==> config.mk <==
export PLATFORM = sky130hd
export DESIGN_NAME = dcnt_timer
export DESIGN_NICKNAME = d
export VERILOG_FILES = /design/src/rtl/dcnt_pkg.sv /design/src/rtl/dcnt_sync.sv /design/src/rtl/dcnt_presc.sv /design/src/rtl/dcnt_core.sv /design/src/rtl/dcnt_timer.sv
export SDC_FILE = /design/constraint.sdc
export NUM_CORES = 1
export LEC_CHECK = 0
export ABC_AREA = 1
export BUFFER_PORTS_ARGS = -buffer_cell sky130_fd_sc_hd__buf_2
export CAP_MARGIN = 20
export CORE_ASPECT_RATIO = 1.25
export CORE_MARGIN = 2
export CORE_UTILIZATION = 45
export CTS_CLUSTER_SIZE = 16
export DETAILED_ROUTE_END_ITERATION = 10
export PLACE_DENSITY = 0.58
export SETUP_SLACK_MARGIN = 0.15
export SLEW_MARGIN = 20
export SYNTH_ARGS = -nofsm -noshare
export SYNTH_HDL_FRONTEND = slang
export SYNTH_SLANG_ARGS = --single-unit
==> constraint.sdc <==
create_clock -name clk -period 3.6 [get_ports clk]
set_input_delay 0.54 -clock clk [delete_from_list [all_inputs] [get_ports clk]]
set_output_delay 0.54 -clock clk [all_outputs]
set_load 0.01 [all_outputs]
==> src/rtl/dcnt_pkg.sv <==
package dcnt_pkg;

  // control byte layout, bit 0 first from the right
  typedef struct packed {
    logic [1:0] spare;
    logic       gate;     // bit 5: count system ticks only while input high
    logic       square;   // bit 4: square-wave output
    logic       roll;     // bit 3: wrap to all ones instead of reload
    logic       presc;    // bit 2: divide ticks by 32
    logic       src_ext;  // bit 1: tick on external rising edges
    logic       run;      // bit 0: run/halt
  } ctrl_t;

  localparam int unsigned A_CTRL = 0;
  localparam int unsigned A_STAT = 1;
  localparam int unsigned A_PRE  = 2;

endpackage

==> src/rtl/dcnt_sync.sv <==
module dcnt_sync #(
  parameter int STAGES = 2
) (
  input  logic clk,
  input  logic rst_n,
  input  logic din,
  output logic level,
  output logic rise
);
  logic [STAGES:0] sh;

  always_ff @(posedge clk or negedge rst_n) begin
    if (!rst_n) sh <= '0;
    else        sh <= {sh[STAGES-1:0], din};
  end

  assign level = sh[STAGES-1];
  assign rise  = sh[STAGES-1] & ~sh[STAGES];
endmodule

==> src/rtl/dcnt_presc.sv <==
module dcnt_presc #(
  parameter int DIV_W = 5
) (
  input  logic clk,
  input  logic rst_n,
  input  logic clear,
  input  logic bypass,
  input  logic tick_in,
  output logic tick_out
);
  logic [DIV_W-1:0] pc;

  always_ff @(posedge clk or negedge rst_n) begin
    if (!rst_n)       pc <= '0;
    else if (clear)   pc <= '0;
    else if (tick_in) pc <= pc + 1'b1;
  end

  assign tick_out = bypass ? tick_in : (tick_in & (pc == '1));
endmodule

==> src/rtl/dcnt_core.sv <==
module dcnt_core #(
  parameter int CNT_W = 24
) (
  input  logic             clk,
  input  logic             rst_n,
  input  logic             run,
  input  logic             tick,
  input  logic             roll,
  input  logic [CNT_W-1:0] preload,
  output logic [CNT_W-1:0] count,
  output logic             armed,
  output logic             zero_evt
);
  logic load, step, at_zero, at_one;

  assign load    = run & ~armed;
  assign step    = run & armed & tick;
  assign at_zero = (count == '0);
  assign at_one  = (count == CNT_W'(1));
  // arrival at zero: decrement from one, or reload of a zero preload
  assign zero_evt = step & (at_one | (at_zero & ~roll & (preload == '0)));

  always_ff @(posedge clk or negedge rst_n) begin
    if (!rst_n) begin
      armed <= 1'b0;
      count <= '0;
    end else begin
      armed <= run;
      if (load)
        count <= preload;
      else if (step) begin
        if (at_zero) count <= roll ? '1 : preload;
        else         count <= count - 1'b1;
      end
    end
  end
endmodule

==> src/rtl/dcnt_timer.sv <==
module dcnt_timer
  import dcnt_pkg::*;
#(
  parameter int CNT_W   = 24,
  parameter int DIV_W   = 5,
  parameter int SYNC_ST = 2,
  localparam int NB     = CNT_W / 8,
  localparam int ADDR_W = $clog2(2 + 2 * NB)
) (
  input  logic              clk,
  input  logic              rst_n,
  input  logic              wr_en,
  input  logic [ADDR_W-1:0] wr_addr,
  input  logic [7:0]        wr_data,
  input  logic [ADDR_W-1:0] rd_addr,
  output logic [7:0]        rd_data,
  input  logic              ext_in,
  output logic              tout
);
  localparam int CNT_BASE = A_PRE + NB;

  ctrl_t            ctrl_q;
  logic [7:0]       pre_q [NB];
  logic [CNT_W-1:0] pre_val;
  logic [CNT_W-1:0] cnt_val;
  logic             zds_q, sq_q;
  logic             ext_lvl, ext_rise, tick_raw, step_tick;
  logic             armed, zero_evt;
  logic             run_en, roll_en, sq_mode;
  logic             stat_clr;

  assign run_en  = ctrl_q.run;
  assign roll_en = ctrl_q.roll;
  assign sq_mode = ctrl_q.square;

  always_ff @(posedge clk or negedge rst_n) begin
    if (!rst_n) ctrl_q <= '0;
    else if (wr_en && wr_addr == ADDR_W'(A_CTRL)) ctrl_q <= ctrl_t'(wr_data);
  end

  for (genvar i = 0; i < NB; i++) begin : g_pre
    always_ff @(posedge clk or negedge rst_n) begin
      if (!rst_n) pre_q[i] <= '0;
      else if (wr_en && wr_addr == ADDR_W'(A_PRE + NB - 1 - i)) pre_q[i] <= wr_data;
    end
    assign pre_val[8*i +: 8] = pre_q[i];
  end

  dcnt_sync #(.STAGES(SYNC_ST)) u_sync (
    .clk(clk), .rst_n(rst_n), .din(ext_in), .level(ext_lvl), .rise(ext_rise)
  );

  always_comb begin
    if (ctrl_q.src_ext)   tick_raw = ext_rise;
    else if (ctrl_q.gate) tick_raw = ext_lvl;
    else                  tick_raw = 1'b1;
  end

  dcnt_presc #(.DIV_W(DIV_W)) u_presc (
    .clk(clk), .rst_n(rst_n), .clear(~armed), .bypass(~ctrl_q.presc),
    .tick_in(tick_raw), .tick_out(step_tick)
  );

  dcnt_core #(.CNT_W(CNT_W)) u_core (
    .clk(clk), .rst_n(rst_n), .run(run_en), .tick(step_tick), .roll(roll_en),
    .preload(pre_val), .count(cnt_val), .armed(armed), .zero_evt(zero_evt)
  );

  assign stat_clr = wr_en && (wr_addr == ADDR_W'(A_STAT)) && wr_data[0];

  always_ff @(posedge clk or negedge rst_n) begin
    if (!rst_n) begin
      zds_q <= 1'b0;
      sq_q  <= 1'b0;
    end else begin
      if (zero_evt)      zds_q <= 1'b1;
      else if (stat_clr) zds_q <= 1'b0;
      if (zero_evt && sq_mode) sq_q <= ~sq_q;
    end
  end

  assign tout = sq_mode ? sq_q : zds_q;

  always_comb begin
    rd_data = '0;
    if (rd_addr == ADDR_W'(A_CTRL)) rd_data = ctrl_q;
    if (rd_addr == ADDR_W'(A_STAT)) rd_data = {7'b0, zds_q};
    for (int i = 0; i < NB; i++) begin
      if (rd_addr == ADDR_W'(A_PRE + NB - 1 - i))    rd_data = pre_q[i];
      if (rd_addr == ADDR_W'(CNT_BASE + NB - 1 - i)) rd_data = cnt_val[8*i +: 8];
    end
  end
endmodule

==> metrics, run 1 <==
initial antenna violation count=0; RSZ-0062 raised after global routing=no; Flop pwr share=40.7%; final setup fails=0; Post-DRT Antenna Nets=0; Worst-Margin Slew=0.6925 ns; ratio of cells with drive above 1 in the final layout=11.96%; number of global-route vias before repair=3605; PwrDens=686.1 mW/mm^2; DRT iter0 DRCs=192; clk_lat worst skew=0.36 ns; CTS max path bufs=2; final max-slew violation count=0; CTS resizes=0; period utilisation layout=70.34%; Ys Warns=0; Mapped Area=between 0.004 and 0.005 mm^2; setup TNS=0 ns; dpl ws=1.086 ns; number of synthesized register bits=67; Setup CP Type=in2out; worst vdd ir=approximately 0.28 mV; GPL Wtd Cong=0.9867; CTS tree=yes; Std-Cell Core Area=0.008701 mm^2; Fin. Hold Viols=0; status=finished clean; net switching power=1.344 mW; full die area=0.009763 mm^2; Max transition margin=~54%; switch share=a little over two fifths; Tmin final=2.532 ns; crit path launch type=primary input; postcts setup bufs=0; most frequent cells in the layout=nand2_1 (154), nor2_1 (74), dfrtp_1 (67), inv_1 (63), o21ai_0 (61); initial core utilization=46.46%; Area Growth Syn to Fin=10.83%; htree depth=3; Seq/Total Area, Yosys=41.47%; dpl hpwl=just over 9 mm; Hold Crit Class=in2async; Root Buffer=clkbuf_8; I/O Buffers=26; most common cell after layout, fill and taps aside=nand2_1; first-pass GRT wire length=between 15 and 20 mm; clock sinks=67; Setup crit end kind=output pin; WL per Instance=16.47 um; Die Span Y=around 110 um; overall die width=88.78 um; CTS Buf Count=9; final worst setup slack=~1.1 ns; worst flop-to-flop path startpoint=u_core.count[17]; Crit. Startpoint=rd_addr[1]; Synth Area per Inst=7.080 um^2; largest net degree at the start of global routing=33; DR DRC count=0; Max Fclk=394.9 MHz; vias per inst=5.260; Final #Nets=620; worst path arrival time=between 1.5 and 2 ns; Leak=2.208 nW; gr ovfl total=0; Clock power frac=23.4%; row count=38; clk_skew=0.01156 ns; syn_nets=594; Cells after Synth=571; worst-case reg-to-reg path depth=8; Initial DRT Pass Iterations=5; clk slew on worst S/H paths=0.09 ns; Worst Path Required=3.06 ns; max cap viols=0; Overall Global Routing Usage=26.92%; worst-path fanout max=13; antenna cells=0; drt total wl=11.89 mm; cell internal pwr=1.730 mW; routed via count=about 3800; Top Ports=27; count of cell types in the netlist=34; CTS Hold Bufs=0; combinational share of power=35.9%
[final timing paths]
path | endpoint | slack (ns)
setup / recovery | rd_data[4] | 1.07
hold / removal | u_core.count[4] | 0.09
setup reg to reg | u_core.count[4] | 1.49
hold reg to reg | u_sync.sh[1] | 0.36
max in group asynchronous | pre_q[11] | 2.73
min in group clk | u_sync.sh[0] | 0.28
[layer usage]
layer / wire length (um) / GRT usage (%) / part of all wire [%] / vias up
met5: 0 / 0 / 0 / -
met4: 466 / 14.29 / 3.9 / 0
met3: 362 / 2.978 / 3.0 / 29
met2: 5885 / 45.10 / 49 / 97
met1: 5176 / 33.84 / 44 / 1758
li1: - / - / - / 1914
[cells in the mapped netlist (all sizes together)]
cell type | instances | area [um^2]
o22ai | 5 | 31.28
a221oi | 2 | 17.52
nand4 | 10 | 62.56
nand3b | 1 | 7.510
or2 | 1 | 6.260
dfrtp | 67 | 1677
o2111ai | 3 | 26.28
o211ai | 4 | 30.03
nand2 | 159 | 609.3
inv | 67 | 251.5
nor2 | 87 | 374.1
o221ai | 2 | 17.52
nor3 | 3 | 15.01
a21oi | 14 | 73.82
buf | 10 | 72.57
clkbuf | 4 | 15.01
and2 | 1 | 6.260
xor2 | 6 | 52.55
o21ai | 72 | 364.1
ha | 5 | 62.56
xnor2 | 2 | 17.52
nand3 | 45 | 242.7
a21bo | 1 | 10.01
[per-stage QoR]
step / hold WS [ns] / cell area, um^2 / cells / total power, mW / utilization, %
after floorplan: 0.2444 / 4043 / 571 / 2.008 / -
after CTS: 0.09575 / 4481 / 722 / 3.090 / 51.50
after global placement: 0.3519 / 4258 / 706 / 2.353 / 48.94
final: 0.09359 / 4481 / 722 / 3.074 / 51.50
after detailed placement: 0.3433 / 4258 / 706 / 2.364 / 48.94
after global routing: 0.1332 / 4481 / 722 / 3.325 / 51.50
[power by group through the flow]
stage          Clock (mW)  Combinational [mW]  Sequential, mW
3_3_place_gp            0                1.09            1.26
3_5_place_dp            0                1.10            1.26
6_report            0.718                1.10            1.25
5_1_grt             0.763                1.28            1.28
2_1_floorplan           0               0.863            1.14
4_1_cts             0.732                1.11            1.25
[critical path, stage by stage]
cell and delay, ns:
buf_2 0.13, nor2_1 0.55, nand2_1 0.15, o22ai_1 0.20, o22ai_1 0.15, o211ai_1 0.11, buf_2 0.16
[cell type report]
type	instances	area, um^2
fill	925	4220
multi-input combinational	423	2027
sequential	67	1677
inverter	67	251.5
timing repair buffer	29	152.6
tap	120	150.1
clock buffer	9	123.9
clock inverter	7	98.84
[kinds of logic (layout without fill, tap and decap cells)]
family	Yosys count	after routing	synth area share (%)
buffers and inverters	81	112	8.387
AOI/OAI and AO/OA	103	103	14.11
adders and majority gates	5	5	1.548
xor gates and xnor gates	8	8	1.733
and+or+nand+nor	307	307	32.75
DFF	67	67	41.47
[flip-flops by register name, summed over array words and instances (netlist names)]
register / count
ctrl_q: 5
pre_q: 24
roll_en: 1
run_en: 1
sq_mode: 1
sq_q: 1
u_core.armed: 1
u_core.count: 24
u_presc.pc: 5
u_sync.sh: 3
zds_q: 1
(Power assumes the default switching activity.)
==> run 2, diff against run 1 <==
- PLACE_DENSITY: 0.58 -> 0.61
- clock period: 3.6 -> 2.2 ns (I/O delays scaled with it)
==> run 2 against run 1 <==
Compared with the run above:
- global-route usage down 0.63 points
- clock skew decreased by 0.0018 ns
- routed wire length is 0.91% lower
- combinational power up 74%
- critical path type is now reg2out
- critical endpoint is now rd_data[1]
==> metrics, run 2 (same netlist as run 1, synthesis figures left out) <==
status=finished clean; clk_lat worst skew=0.35 ns (about the same); cell internal pwr=2.767 mW (+60%); Regs by FF count=pre_q (24), u_core.count (24); initial core utilization=46.46% (unchanged); setup TNS=0 ns (unchanged); Hold Crit Class=in2reg; RSZ-0062 raised after global routing=yes; first-pass GRT wire length=19.09 mm (-1.1%); worst flop-to-flop path startpoint=u_core.count[17]; initial antenna violation count=0 (unchanged); Worst Path Required=1.87 ns (-1.19 ns); I/O Buffers=26 (unchanged); PwrDens=1089 mW/mm^2 (+59%); final max-slew violation count=0 (unchanged); Initial DRT Pass Iterations=5 (unchanged); Setup CP Type=reg2out; Top Ports=27 (unchanged); antenna cells=0 (unchanged); CTS max path bufs=2 (unchanged); Leak=2.248 nW (+1.8%); Reg2Reg Setup Slack=0.32 ns (-1.17 ns); Post-Place Cells=711 (+0.71%); most common cell after layout, fill and taps aside=nand2_1; switch share=44.35% (+0.63 points); Crit. Startpoint=pre_q[17]; clk slew on worst S/H paths=0.08 ns (about the same); Worst-Margin Slew=0.5731 ns (-0.1194 ns); number of global-route vias before repair=3680 (+2.1%); Clock power frac=20.8% (-2.6 points); GPL Wtd Cong=0.9664 (-2.1%); Flop pwr share=40.9% (+0.2 points); Area Growth Syn to Fin=12.91%; gr ovfl total=0 (unchanged); worst-case reg-to-reg path depth=9 (+1); crit path launch type=register; most frequent cells in the layout=nand2_1 (153), nor2_1 (74), dfrtp_1 (66), inv_1 (62), o21ai_0 (61); Max Fclk=roughly 500 MHz; final setup fails=0 (unchanged); Tmin final=1.971 ns; largest net degree at the start of global routing=47 (+42%); # fillers=911 (-1.5%); worst path arrival time=1.64 ns (-0.35 ns); Setup crit end=rd_data[1]; Std-Cell Core Area=0.008701 mm^2 (unchanged); ratio of cells with drive above 1 in the final layout=13.73% (+1.8 points); Post-Layout Cell Count=732 (+1.4%); Root Buffer=clkbuf_8; r2r endpoint=u_core.count[21]; Fin. Hold Viols=0 (unchanged); Overall Global Routing Usage=26.29% (-0.63 points); vias per inst=5.318 (+1.1%); CTS Buf Count=9 (unchanged); overall die width=88.78 um (unchanged); Post-DRT Antenna Nets=0 (unchanged); max cap viols=0 (unchanged); Max transition margin=61.79% (+8.1 points); full die area=0.009763 mm^2 (unchanged); clk_skew=0.009739 ns (-0.001821 ns); worst-path fanout max=4 (-9); WL per Instance=16.10 um (-2.3%); CTS tree=yes; clock sinks=67 (unchanged); DRT iter0 DRCs=346 (+80%); dpl hpwl=9.193 mm (-1.5%); htree depth=3 (unchanged); routed via count=3893 (+2.5%); Multi-input gate area=0.002039 mm^2 (+0.62%); Final #Nets=630 (+1.6%); drt total wl=11.78 mm (-0.91%); Setup crit end kind=output pin; Seq. cell area=0.001678 mm^2 (about the same); net switching power=2.205 mW (+64%); period utilisation layout=89.60%; Die Span Y=110.0 um (unchanged); worst vdd ir=0.5012 mV (+77%); combinational share of power=38.3% (+2.4 points); row count=38 (unchanged); DR DRC count=0 (unchanged)
## run 2: worst min-delay path by stage
stage,start,end,cells after the start
final,ext_in,u_sync.sh[0],1
after detailed placement,u_sync.sh[0],u_sync.sh[1],0
after global routing,ext_in,u_sync.sh[0],1
after CTS,ext_in,u_sync.sh[0],1
after global placement,u_sync.sh[0],u_sync.sh[1],0
after floorplan,rst_n,ctrl_q[1],0
## run 2: what timing repair did
| item | in CTS | in global routing |
|---|---|---|
| setup endpoints to repair | 0 | 25 |
| setup buffers | 0 | 4 |
| hold buffers | 1 | 0 |
| endpoints found under the hold margin | 21 | 0 |
| resized for setup | 0 | 7 |
## run 2: per-stage QoR
step	power, mW	area (um^2)	util, %	hold slack [ns]	setup WS, ns
after global routing	5.366	4564	52.46	0.06189	0.1408
after global placement	3.867	4308	49.51	0.3389	0.2599
after detailed placement	3.890	4308	49.51	0.3380	0.2647
after floorplan	3.285	4043	-	0.03441	0.5442
final	4.973	4564	52.46	0.07977	0.2288
after CTS	4.936	4518	51.93	0.06130	0.2112
## run 2: cell type report
type | instances | area share [%]
multi-input combinational | 423 | 44.68
inverter | 67 | 5.565
sequential | 67 | 36.76
clock inverter | 7 | 1.672
tap | 120 | 3.289
timing repair buffer | 39 | 5.318
clock buffer | 9 | 2.714
## run 2: routing by layer
| metal | vias to the layer above | global-route usage, % | share of wire (%) |
|---|---|---|---|
| li1 | 1927 | - | - |
| met1 | 1811 | 35.59 | 44 |
| met2 | 120 | 41.04 | 48 |
| met3 | 35 | 4.170 | 4.2 |
| met4 | 0 | 12.45 | 4.1 |
| met5 | - | 0 | 0 |
## run 2: critical path, cell delays in order (launching register included)
cell and delay, ns:
dfrtp_1 0.44, nand3_1 0.10, o21ai_0 0.12, a221oi_1 0.35
nand4_1 0.12, buf_2 0.16
## run 2: power by group through the flow
stage	registers, mW	clock network (mW)	logic (mW)
6_report	2.03	1.03	1.91
5_1_grt	2.08	1.12	2.17
4_1_cts	2.02	1.06	1.86
3_5_place_dp	2.04	0	1.85
3_3_place_gp	2.04	0	1.83
2_1_floorplan	1.87	0	1.41
